`src/rtl/rs_pkg.sv`:
```
package rs_pkg;
  localparam int RS_N_STN  = 3;
  localparam int RS_N_REG  = 8;
  localparam int RS_OP_W   = 4;
  localparam int RS_DATA_W = 64;
  localparam int RS_TAG_W  = 4;

  // station index to producer tag; tag 0 is reserved for "no producer"
  function automatic int tag_of(input int idx);
    return idx + 1;
  endfunction
endpackage

```
`src/rtl/rs_pick.sv`:
```
module rs_pick #(
  parameter int N = 3
) (
  input  logic [N-1:0] req,
  output logic [N-1:0] gnt,
  output logic         any
);
  // lowest index wins
  always_comb begin
    gnt = '0;
    for (int i = N - 1; i >= 0; i--) begin
      if (req[i]) begin
        gnt    = '0;
        gnt[i] = 1'b1;
      end
    end
    any = |req;
  end
endmodule

```
`src/rtl/rs_station.sv`:
```
module rs_station #(
  parameter int OP_W   = 4,
  parameter int DATA_W = 64,
  parameter int TAG_W  = 4,
  parameter int MY_TAG = 1
) (
  input  logic              clk,
  input  logic              rst,
  input  logic              alloc,
  input  logic [OP_W-1:0]   alloc_op,
  input  logic [DATA_W-1:0] alloc_vj,
  input  logic [TAG_W-1:0]  alloc_qj,
  input  logic [DATA_W-1:0] alloc_vk,
  input  logic [TAG_W-1:0]  alloc_qk,
  input  logic              grant,
  input  logic              cdb_valid,
  input  logic [TAG_W-1:0]  cdb_tag,
  input  logic [DATA_W-1:0] cdb_data,
  output logic              busy,
  output logic              ready,
  output logic [OP_W-1:0]   op,
  output logic [DATA_W-1:0] vj,
  output logic [DATA_W-1:0] vk
);
  localparam logic [TAG_W-1:0] ID = TAG_W'(MY_TAG);

  logic [TAG_W-1:0] qj, qk;
  logic             sent;
  logic             hit_j, hit_k, hit_me;

  assign hit_j  = cdb_valid && (qj != '0) && (qj == cdb_tag);
  assign hit_k  = cdb_valid && (qk != '0) && (qk == cdb_tag);
  assign hit_me = cdb_valid && (cdb_tag == ID);
  assign ready  = busy && !sent && (qj == '0) && (qk == '0);

  always_ff @(posedge clk) begin
    if (rst) begin
      busy <= 1'b0;
      sent <= 1'b0;
      op   <= '0;
      vj   <= '0;
      vk   <= '0;
      qj   <= '0;
      qk   <= '0;
    end else if (alloc) begin
      busy <= 1'b1;
      sent <= 1'b0;
      op   <= alloc_op;
      vj   <= alloc_vj;
      vk   <= alloc_vk;
      qj   <= alloc_qj;
      qk   <= alloc_qk;
    end else begin
      if (hit_me) begin
        busy <= 1'b0;
        sent <= 1'b0;
      end else if (grant) begin
        sent <= 1'b1;
      end
      if (hit_j) begin
        vj <= cdb_data;
        qj <= '0;
      end
      if (hit_k) begin
        vk <= cdb_data;
        qk <= '0;
      end
    end
  end

  // the picker only grants a station whose operands are both present
  a_r5_grant_needs_operands: assert property (@(posedge clk) disable iff (rst)
    grant |-> (busy && !sent && qj == '0 && qk == '0));

  // snooped operand is captured and its tag cleared
  a_r6_capture_j: assert property (@(posedge clk) disable iff (rst)
    (busy && !alloc && cdb_valid && qj != '0 && qj == cdb_tag)
      |=> (qj == '0 && vj == $past(cdb_data)));
  a_r6_capture_k: assert property (@(posedge clk) disable iff (rst)
    (busy && !alloc && cdb_valid && qk != '0 && qk == cdb_tag)
      |=> (qk == '0 && vk == $past(cdb_data)));

  // own broadcast releases the station
  a_r7_release: assert property (@(posedge clk) disable iff (rst)
    (busy && !alloc && cdb_valid && cdb_tag == ID) |=> !busy);
endmodule

```
`src/rtl/rs_regstat.sv`:
```
module rs_regstat #(
  parameter int N_REG  = 8,
  parameter int DATA_W = 64,
  parameter int TAG_W  = 4,
  parameter int REG_W  = 3
) (
  input  logic              clk,
  input  logic              rst,
  input  logic [REG_W-1:0]  rj,
  input  logic [REG_W-1:0]  rk,
  output logic [DATA_W-1:0] j_val,
  output logic [TAG_W-1:0]  j_tag,
  output logic [DATA_W-1:0] k_val,
  output logic [TAG_W-1:0]  k_tag,
  input  logic              wr_en,
  input  logic [REG_W-1:0]  wr_reg,
  input  logic [TAG_W-1:0]  wr_tag,
  input  logic              cdb_valid,
  input  logic [TAG_W-1:0]  cdb_tag,
  input  logic [DATA_W-1:0] cdb_data
);
  logic [DATA_W-1:0] regs [N_REG];
  logic [TAG_W-1:0]  stat [N_REG];

  assign j_val = regs[rj];
  assign j_tag = stat[rj];
  assign k_val = regs[rk];
  assign k_tag = stat[rk];

  always_ff @(posedge clk) begin
    for (int r = 0; r < N_REG; r++) begin
      if (rst) begin
        regs[r] <= DATA_W'(r);
        stat[r] <= '0;
      end else begin
        if (cdb_valid && stat[r] != '0 && stat[r] == cdb_tag)
          regs[r] <= cdb_data;
        if (wr_en && wr_reg == REG_W'(r))
          stat[r] <= wr_tag;
        else if (cdb_valid && stat[r] != '0 && stat[r] == cdb_tag)
          stat[r] <= '0;
      end
    end
  end

  for (genvar g = 0; g < N_REG; g++) begin : g_chk
    // matching broadcast writes the register and empties its entry
    a_r8_writeback: assert property (@(posedge clk) disable iff (rst)
      (cdb_valid && stat[g] != '0 && stat[g] == cdb_tag
        && !(wr_en && wr_reg == REG_W'(g)))
        |=> (stat[g] == '0 && regs[g] == $past(cdb_data)));
    // a new issue to the register owns the entry
    a_r9_newer_wins: assert property (@(posedge clk) disable iff (rst)
      (wr_en && wr_reg == REG_W'(g)) |=> (stat[g] == $past(wr_tag)));
  end
endmodule

```
`src/rtl/rs_pool.sv`:
```
module rs_pool
  import rs_pkg::*;
#(
  parameter int N_STN  = RS_N_STN,
  parameter int N_REG  = RS_N_REG,
  parameter int OP_W   = RS_OP_W,
  parameter int DATA_W = RS_DATA_W,
  parameter int TAG_W  = RS_TAG_W,
  localparam int REG_W = (N_REG > 1) ? $clog2(N_REG) : 1
) (
  input  logic              clk,
  input  logic              rst,
  input  logic              issue_valid,
  input  logic [OP_W-1:0]   issue_op,
  input  logic [REG_W-1:0]  issue_rd,
  input  logic [REG_W-1:0]  issue_rj,
  input  logic [REG_W-1:0]  issue_rk,
  output logic              issue_ready,
  output logic              disp_valid,
  output logic [TAG_W-1:0]  disp_tag,
  output logic [OP_W-1:0]   disp_op,
  output logic [DATA_W-1:0] disp_a,
  output logic [DATA_W-1:0] disp_b,
  input  logic              fu_valid,
  input  logic [TAG_W-1:0]  fu_tag,
  input  logic [DATA_W-1:0] fu_data,
  output logic              cdb_valid,
  output logic [TAG_W-1:0]  cdb_tag,
  output logic [DATA_W-1:0] cdb_data
);
  logic [N_STN-1:0]  busy, ready, free_req, alloc_gnt, alloc_vec, disp_gnt;
  logic              any_free, any_ready, issue_fire;
  logic [OP_W-1:0]   st_op [N_STN];
  logic [DATA_W-1:0] st_vj [N_STN];
  logic [DATA_W-1:0] st_vk [N_STN];

  logic [DATA_W-1:0] j_val, k_val, opj_v, opk_v;
  logic [TAG_W-1:0]  j_tag, k_tag, opj_q, opk_q, new_tag;

  logic [TAG_W-1:0]  sel_tag;
  logic [OP_W-1:0]   sel_op;
  logic [DATA_W-1:0] sel_a, sel_b;

  // register file and result-status table
  rs_regstat #(.N_REG(N_REG), .DATA_W(DATA_W), .TAG_W(TAG_W), .REG_W(REG_W)) i_regstat (
    .clk(clk), .rst(rst),
    .rj(issue_rj), .rk(issue_rk),
    .j_val(j_val), .j_tag(j_tag), .k_val(k_val), .k_tag(k_tag),
    .wr_en(issue_fire), .wr_reg(issue_rd), .wr_tag(new_tag),
    .cdb_valid(cdb_valid), .cdb_tag(cdb_tag), .cdb_data(cdb_data)
  );

  // operand resolution, with capture of a broadcast in the issue cycle
  always_comb begin
    if (j_tag == '0) begin
      opj_v = j_val;    opj_q = '0;
    end else if (cdb_valid && cdb_tag == j_tag) begin
      opj_v = cdb_data; opj_q = '0;
    end else begin
      opj_v = '0;       opj_q = j_tag;
    end
    if (k_tag == '0) begin
      opk_v = k_val;    opk_q = '0;
    end else if (cdb_valid && cdb_tag == k_tag) begin
      opk_v = cdb_data; opk_q = '0;
    end else begin
      opk_v = '0;       opk_q = k_tag;
    end
  end

  // allocation: free or being freed by this cycle's broadcast
  rs_pick #(.N(N_STN)) i_alloc_pick (.req(free_req), .gnt(alloc_gnt), .any(any_free));

  assign issue_ready = any_free;
  assign issue_fire  = issue_valid && any_free;

  always_comb begin
    new_tag = '0;
    for (int i = 0; i < N_STN; i++)
      if (alloc_gnt[i]) new_tag = TAG_W'(tag_of(i));
  end

  for (genvar g = 0; g < N_STN; g++) begin : g_stn
    localparam logic [TAG_W-1:0] ID = TAG_W'(tag_of(g));
    assign free_req[g]  = !busy[g] || (cdb_valid && cdb_tag == ID);
    assign alloc_vec[g] = issue_fire && alloc_gnt[g];

    rs_station #(.OP_W(OP_W), .DATA_W(DATA_W), .TAG_W(TAG_W), .MY_TAG(tag_of(g))) i_stn (
      .clk(clk), .rst(rst),
      .alloc(alloc_vec[g]), .alloc_op(issue_op),
      .alloc_vj(opj_v), .alloc_qj(opj_q), .alloc_vk(opk_v), .alloc_qk(opk_q),
      .grant(disp_gnt[g]),
      .cdb_valid(cdb_valid), .cdb_tag(cdb_tag), .cdb_data(cdb_data),
      .busy(busy[g]), .ready(ready[g]),
      .op(st_op[g]), .vj(st_vj[g]), .vk(st_vk[g])
    );
  end

  // dispatch: lowest-indexed ready station, one per cycle
  rs_pick #(.N(N_STN)) i_disp_pick (.req(ready), .gnt(disp_gnt), .any(any_ready));

  always_comb begin
    sel_tag = '0;
    sel_op  = '0;
    sel_a   = '0;
    sel_b   = '0;
    for (int i = 0; i < N_STN; i++) begin
      if (disp_gnt[i]) begin
        sel_tag = TAG_W'(tag_of(i));
        sel_op  = st_op[i];
        sel_a   = st_vj[i];
        sel_b   = st_vk[i];
      end
    end
  end

  always_ff @(posedge clk) begin
    if (rst) begin
      disp_valid <= 1'b0;
      disp_tag   <= '0;
      disp_op    <= '0;
      disp_a     <= '0;
      disp_b     <= '0;
    end else begin
      disp_valid <= any_ready;
      if (any_ready) begin
        disp_tag <= sel_tag;
        disp_op  <= sel_op;
        disp_a   <= sel_a;
        disp_b   <= sel_b;
      end
    end
  end

  // broadcast bus driver
  always_ff @(posedge clk) begin
    if (rst) begin
      cdb_valid <= 1'b0;
      cdb_tag   <= '0;
      cdb_data  <= '0;
    end else begin
      cdb_valid <= fu_valid;
      if (fu_valid) begin
        cdb_tag  <= fu_tag;
        cdb_data <= fu_data;
      end
    end
  end

  // returned result reaches the bus one cycle later
  a_r11_bus_forward: assert property (@(posedge clk) disable iff (rst)
    fu_valid |=> (cdb_valid && cdb_tag == $past(fu_tag) && cdb_data == $past(fu_data)));

  // a dispatch always names a real station
  a_r3_disp_tag_range: assert property (@(posedge clk) disable iff (rst)
    disp_valid |-> (disp_tag != '0 && int'(disp_tag) <= N_STN));

  // a full pool accepts nothing
  a_r2_full_blocks: assert property (@(posedge clk) disable iff (rst)
    (&busy && !cdb_valid) |-> !issue_ready);
endmodule

```
`config.mk`:
```
export PLATFORM = sky130hd
export DESIGN_NAME = rs_pool
export DESIGN_NICKNAME = d
export VERILOG_FILES = /design/src/rtl/rs_pkg.sv /design/src/rtl/rs_pick.sv /design/src/rtl/rs_station.sv /design/src/rtl/rs_regstat.sv /design/src/rtl/rs_pool.sv
export SDC_FILE = /design/constraint.sdc
export NUM_CORES = 2
export LEC_CHECK = 0
export ABC_AREA = 1
export BUFFER_PORTS_ARGS = -buffer_cell sky130_fd_sc_hd__buf_2
export CAP_MARGIN = 20
export CORE_MARGIN = 5
export CORE_UTILIZATION = 52
export CTS_CLUSTER_SIZE = 30
export DETAILED_ROUTE_END_ITERATION = 12
export GPL_TIMING_DRIVEN = 0
export HOLD_SLACK_MARGIN = 0.12
export MAX_ROUTING_LAYER = met4
export PLACE_DENSITY = 0.72
export SYNTH_ARGS = -nofsm -noshare
export SYNTH_HDL_FRONTEND = slang
export SYNTH_SLANG_ARGS = --single-unit
```
`constraint.sdc`:
```
create_clock -name clk -period 2.9 [get_ports clk]
set_clock_uncertainty 0.15 [all_clocks]
set_input_delay 0.58 -clock clk [delete_from_list [all_inputs] [get_ports clk]]
set_output_delay 0.58 -clock clk [all_outputs]
set_load 0.02 [all_outputs]
```
==> impl_metrics.env <==
export IMPL_setup_viol=27
export IMPL_avgSynthCellArea_um2=7.27
export IMPL_htreeDepth=4
export IMPL_final_common_cell="nand2_1"
export IMPL_slew_viol_final=0
export IMPL_die_h_um=347
export IMPL_critPathLaunchType="flop"
export IMPL_switching_power_mw=12.2
export IMPL_p_clk_share_pct=41.6
export IMPL_grtUsageTotal_pct=42.9
export IMPL_path_clk_slew_ps=60
export IMPL_area_delta_synth_final_pct=15.1
export IMPL_post_dp_hpwl_mm=194
export IMPL_worstPathArrival_ps=3300
export IMPL_slew_headroom_pct=15.8
export IMPL_irDropWorstVdd_v=0.000618
export IMPL_crit_fanout=10
export IMPL_synth_top_family_by_area="simple AND/OR/NAND/NOR gates"
export IMPL_fmax_mhz=335
export IMPL_insertion_delay_ps=760
export IMPL_synth_compound_area_share_pct=19.2
export IMPL_drive_gt1_share_pct=10.1
export IMPL_synthFlopType="dfxtp_1"
export IMPL_synth_edf_count=528
export IMPL_num_vias=62648
export IMPL_min_path_type="in2reg"
export IMPL_ant_nets=0
export IMPL_syn_area_um2=59000
export IMPL_yosys_area_share_simple_pct=22.8
export IMPL_finalCritPeriodShare_pct=103
export IMPL_antenna_found_initial=17
export IMPL_finalHoldViolations=0
export IMPL_tns_ps=-724
export IMPL_clock_path_buffers=3
export IMPL_synth_adder_area_share_pct=0
export IMPL_viasPerCell=6.11
export IMPL_p_int_mw=28.5
export IMPL_io_pins=292
export IMPL_dp_worst_setup_slack_ps=-783
export IMPL_ys_warn_count=0
export IMPL_synthMuxAreaShare_pct=0
export IMPL_leakage_nw=25.7
export IMPL_layout_setup_ws_ps=-87.0
export IMPL_synth_cells=8111
export IMPL_timing_hold_ws_ps=196
export IMPL_first_pass_iters=9
export IMPL_swShare_pct=30.0
export IMPL_core_area_um2=112000
export IMPL_cts_tree="yes"
export IMPL_synth_async_reset_ratio_pct=0
export IMPL_final_cell_mix="nand2_1 (2,077), o21ai_0 (1,000), a21oi_1 (876)"
export IMPL_rows=123
export IMPL_timing_setup_critical_path_class="reg2reg"
export IMPL_grt_pass1_wl_mm=374
export IMPL_yosys_area_share_xor_xnor_pct=0.149
export IMPL_die_x_um=347
export IMPL_port_buffers=286
export IMPL_initial_core_util_pct=52.4
export IMPL_routed_wl_mm=264
export IMPL_outcome="finished with violations"
export IMPL_power_frac_seq_pct=43.9
export IMPL_dieArea_um2=120000
export IMPL_fin_crit_ps=2990
export IMPL_drtIter0Drc=10937
export IMPL_cts_root_buffer="clkbuf_16"
export IMPL_crit_path_end_kind="flop"
export IMPL_clock_sinks=1146
export IMPL_failed_checks="negative setup slack"
export IMPL_p_comb_share_pct=14.4
export IMPL_ys_seq_area_share_pct=47.9
export IMPL_cellPowerDensity_nw_per_um2=600
export IMPL_tightest_slew_ps=1260
export IMPL_yosys_cell_types_count=41
export IMPL_maxCapViolCount=0
export IMPL_grt_max_degree=48
export IMPL_grt_pass1_vias=57198
export IMPL_routedWlPerCell_um=25.8
export IMPL_rsz0062_at_grt="true"
export IMPL_cts_buffers_inserted=132
export IMPL_remaining_drc_errors=0
export IMPL_worst_ep_required_time_ps=3220
export IMPL_nNetsFinal=8707
export IMPL_grt_overflow=0
export IMPL_gp_congestion=1.04
export IMPL_synth_seq_cells=1146
[layout make-up]
type                            instances  area (µm²)
Fill cell                           10410       44600
Sequential cell                      1146       28200
Multi-Input combinational cell       5536       25000
Clock buffer                          177        3740
Buffer                                705        3220
Inverter                              728        2740
Timing Repair Buffer                  373        2460
Tap cell                             1500        1880
Clock inverter                         63         574
Antenna cell                           19        47.5
[power groups by stage]
stage	Sequential (mW)	Combinational (mW)	Clock, mW
finish	17.9	5.88	17.0
global route	17.9	6.07	17.5
CTS	17.9	5.52	16.8
detailed placement	18.2	5.41	0
global placement	18.2	5.29	0
floorplan	18.1	2.95	0
[final timing paths]
path                         from                     to  slack [ps]  cells after the start
min reg2reg  g_stn[2].i_stn.op[0]   g_stn[2].i_stn.op[0]         300                      2
max                    cdb_tag[1]  i_regstat.regs[6][33]         -90                      9
min                   fu_data[31]           cdb_data[31]         200                      3
max reg2reg            cdb_tag[1]  i_regstat.regs[6][33]         -90                      9
[kinds of logic (layout without fill, tap and decap cells)]
group / Yosys count / after routing
other: 1 / 21
and+or+nand+nor: 3378 / 3381
AOI/OAI and AO/OA: 2143 / 2143
buffers and inverters: 1433 / 2046
xor gates and xnor gates: 10 / 10
DFF: 1146 / 1146
[what timing repair did]
action / in CTS / in global routing
endpoints found under the setup margin: 802 / 335
gates resized for setup: 32 / 59
hold buffers: 68 / 0
pin swaps: 2 / 4
cloned: 2 / 1
setup buffers: 1 / 5
hold endpoints to repair: 76 / 0
[critical path, cell delays in order, from the launching register on]
cell and delay (ps):
dfxtp_2 370, buf_4 190, inv_2 120, buf_2 280, o21ai_0 150, o211ai_1 240, nor2_1 200, inv_2 300
clkbuf_1 570, nor2_1 100
[synthesized netlist by cell type (11+ instances only)]
cell type / number / area (µm²)
nand2_1: 2088 / 7840
o21ai_0: 1000 / 5000
a21oi_1: 876 / 4380
nor2_1: 807 / 3030
inv_1: 710 / 2670
dfxtp_1: 618 / 12400
edfxtp_1: 528 / 15900
nand3_1: 417 / 2090
clkbuf_1: 400 / 1500
buf_2: 210 / 1050
a41oi_1: 106 / 928
o21ai_1: 65 / 325
o22ai_1: 64 / 400
buf_4: 43 / 323
buf_1: 42 / 158
nand4_1: 22 / 138
inv_2: 14 / 52.6
or2_2: 13 / 81.3
nand3_2: 11 / 110
[registers in the layout (all words and copies together), names as in the netlist, 2 cells and up]
register and count:
g_stn.i_stn.vj 192, disp_a 64, g_stn.i_stn.busy 3, disp_b 64, cdb_data 64, i_regstat.regs 512, g_stn.i_stn.sent 3, i_regstat.stat 16
g_stn.i_stn.qj 6, g_stn.i_stn.qk 6, disp_op 4, cdb_tag 4, disp_tag 2, g_stn.i_stn.vk 192, g_stn.i_stn.op 12
[metrics by stage]
stage | instances | util (%) | power (mW) | area [µm²]
global route | 10244 | 60.3 | 41.5 | 67900
floorplan | 8112 | - | 21.1 | 59000
detailed placement | 9911 | 55.6 | 23.6 | 62600
finish | 10247 | 60.3 | 40.7 | 67900
global placement | 9898 | 55.4 | 23.5 | 62300
CTS | 10222 | 60.2 | 40.2 | 67700
[layer usage]
layer  vias to the layer above  global-route usage [%]  routed length (µm)
li1                      27738                       -                   -
met3                       942                    13.1               40300
met5                         -                       -                   0
met1                     29001                    54.2               95500
met4                         0                    23.4               17100
met2                      4967                    61.7              111000
(Power assumes the default switching activity.)
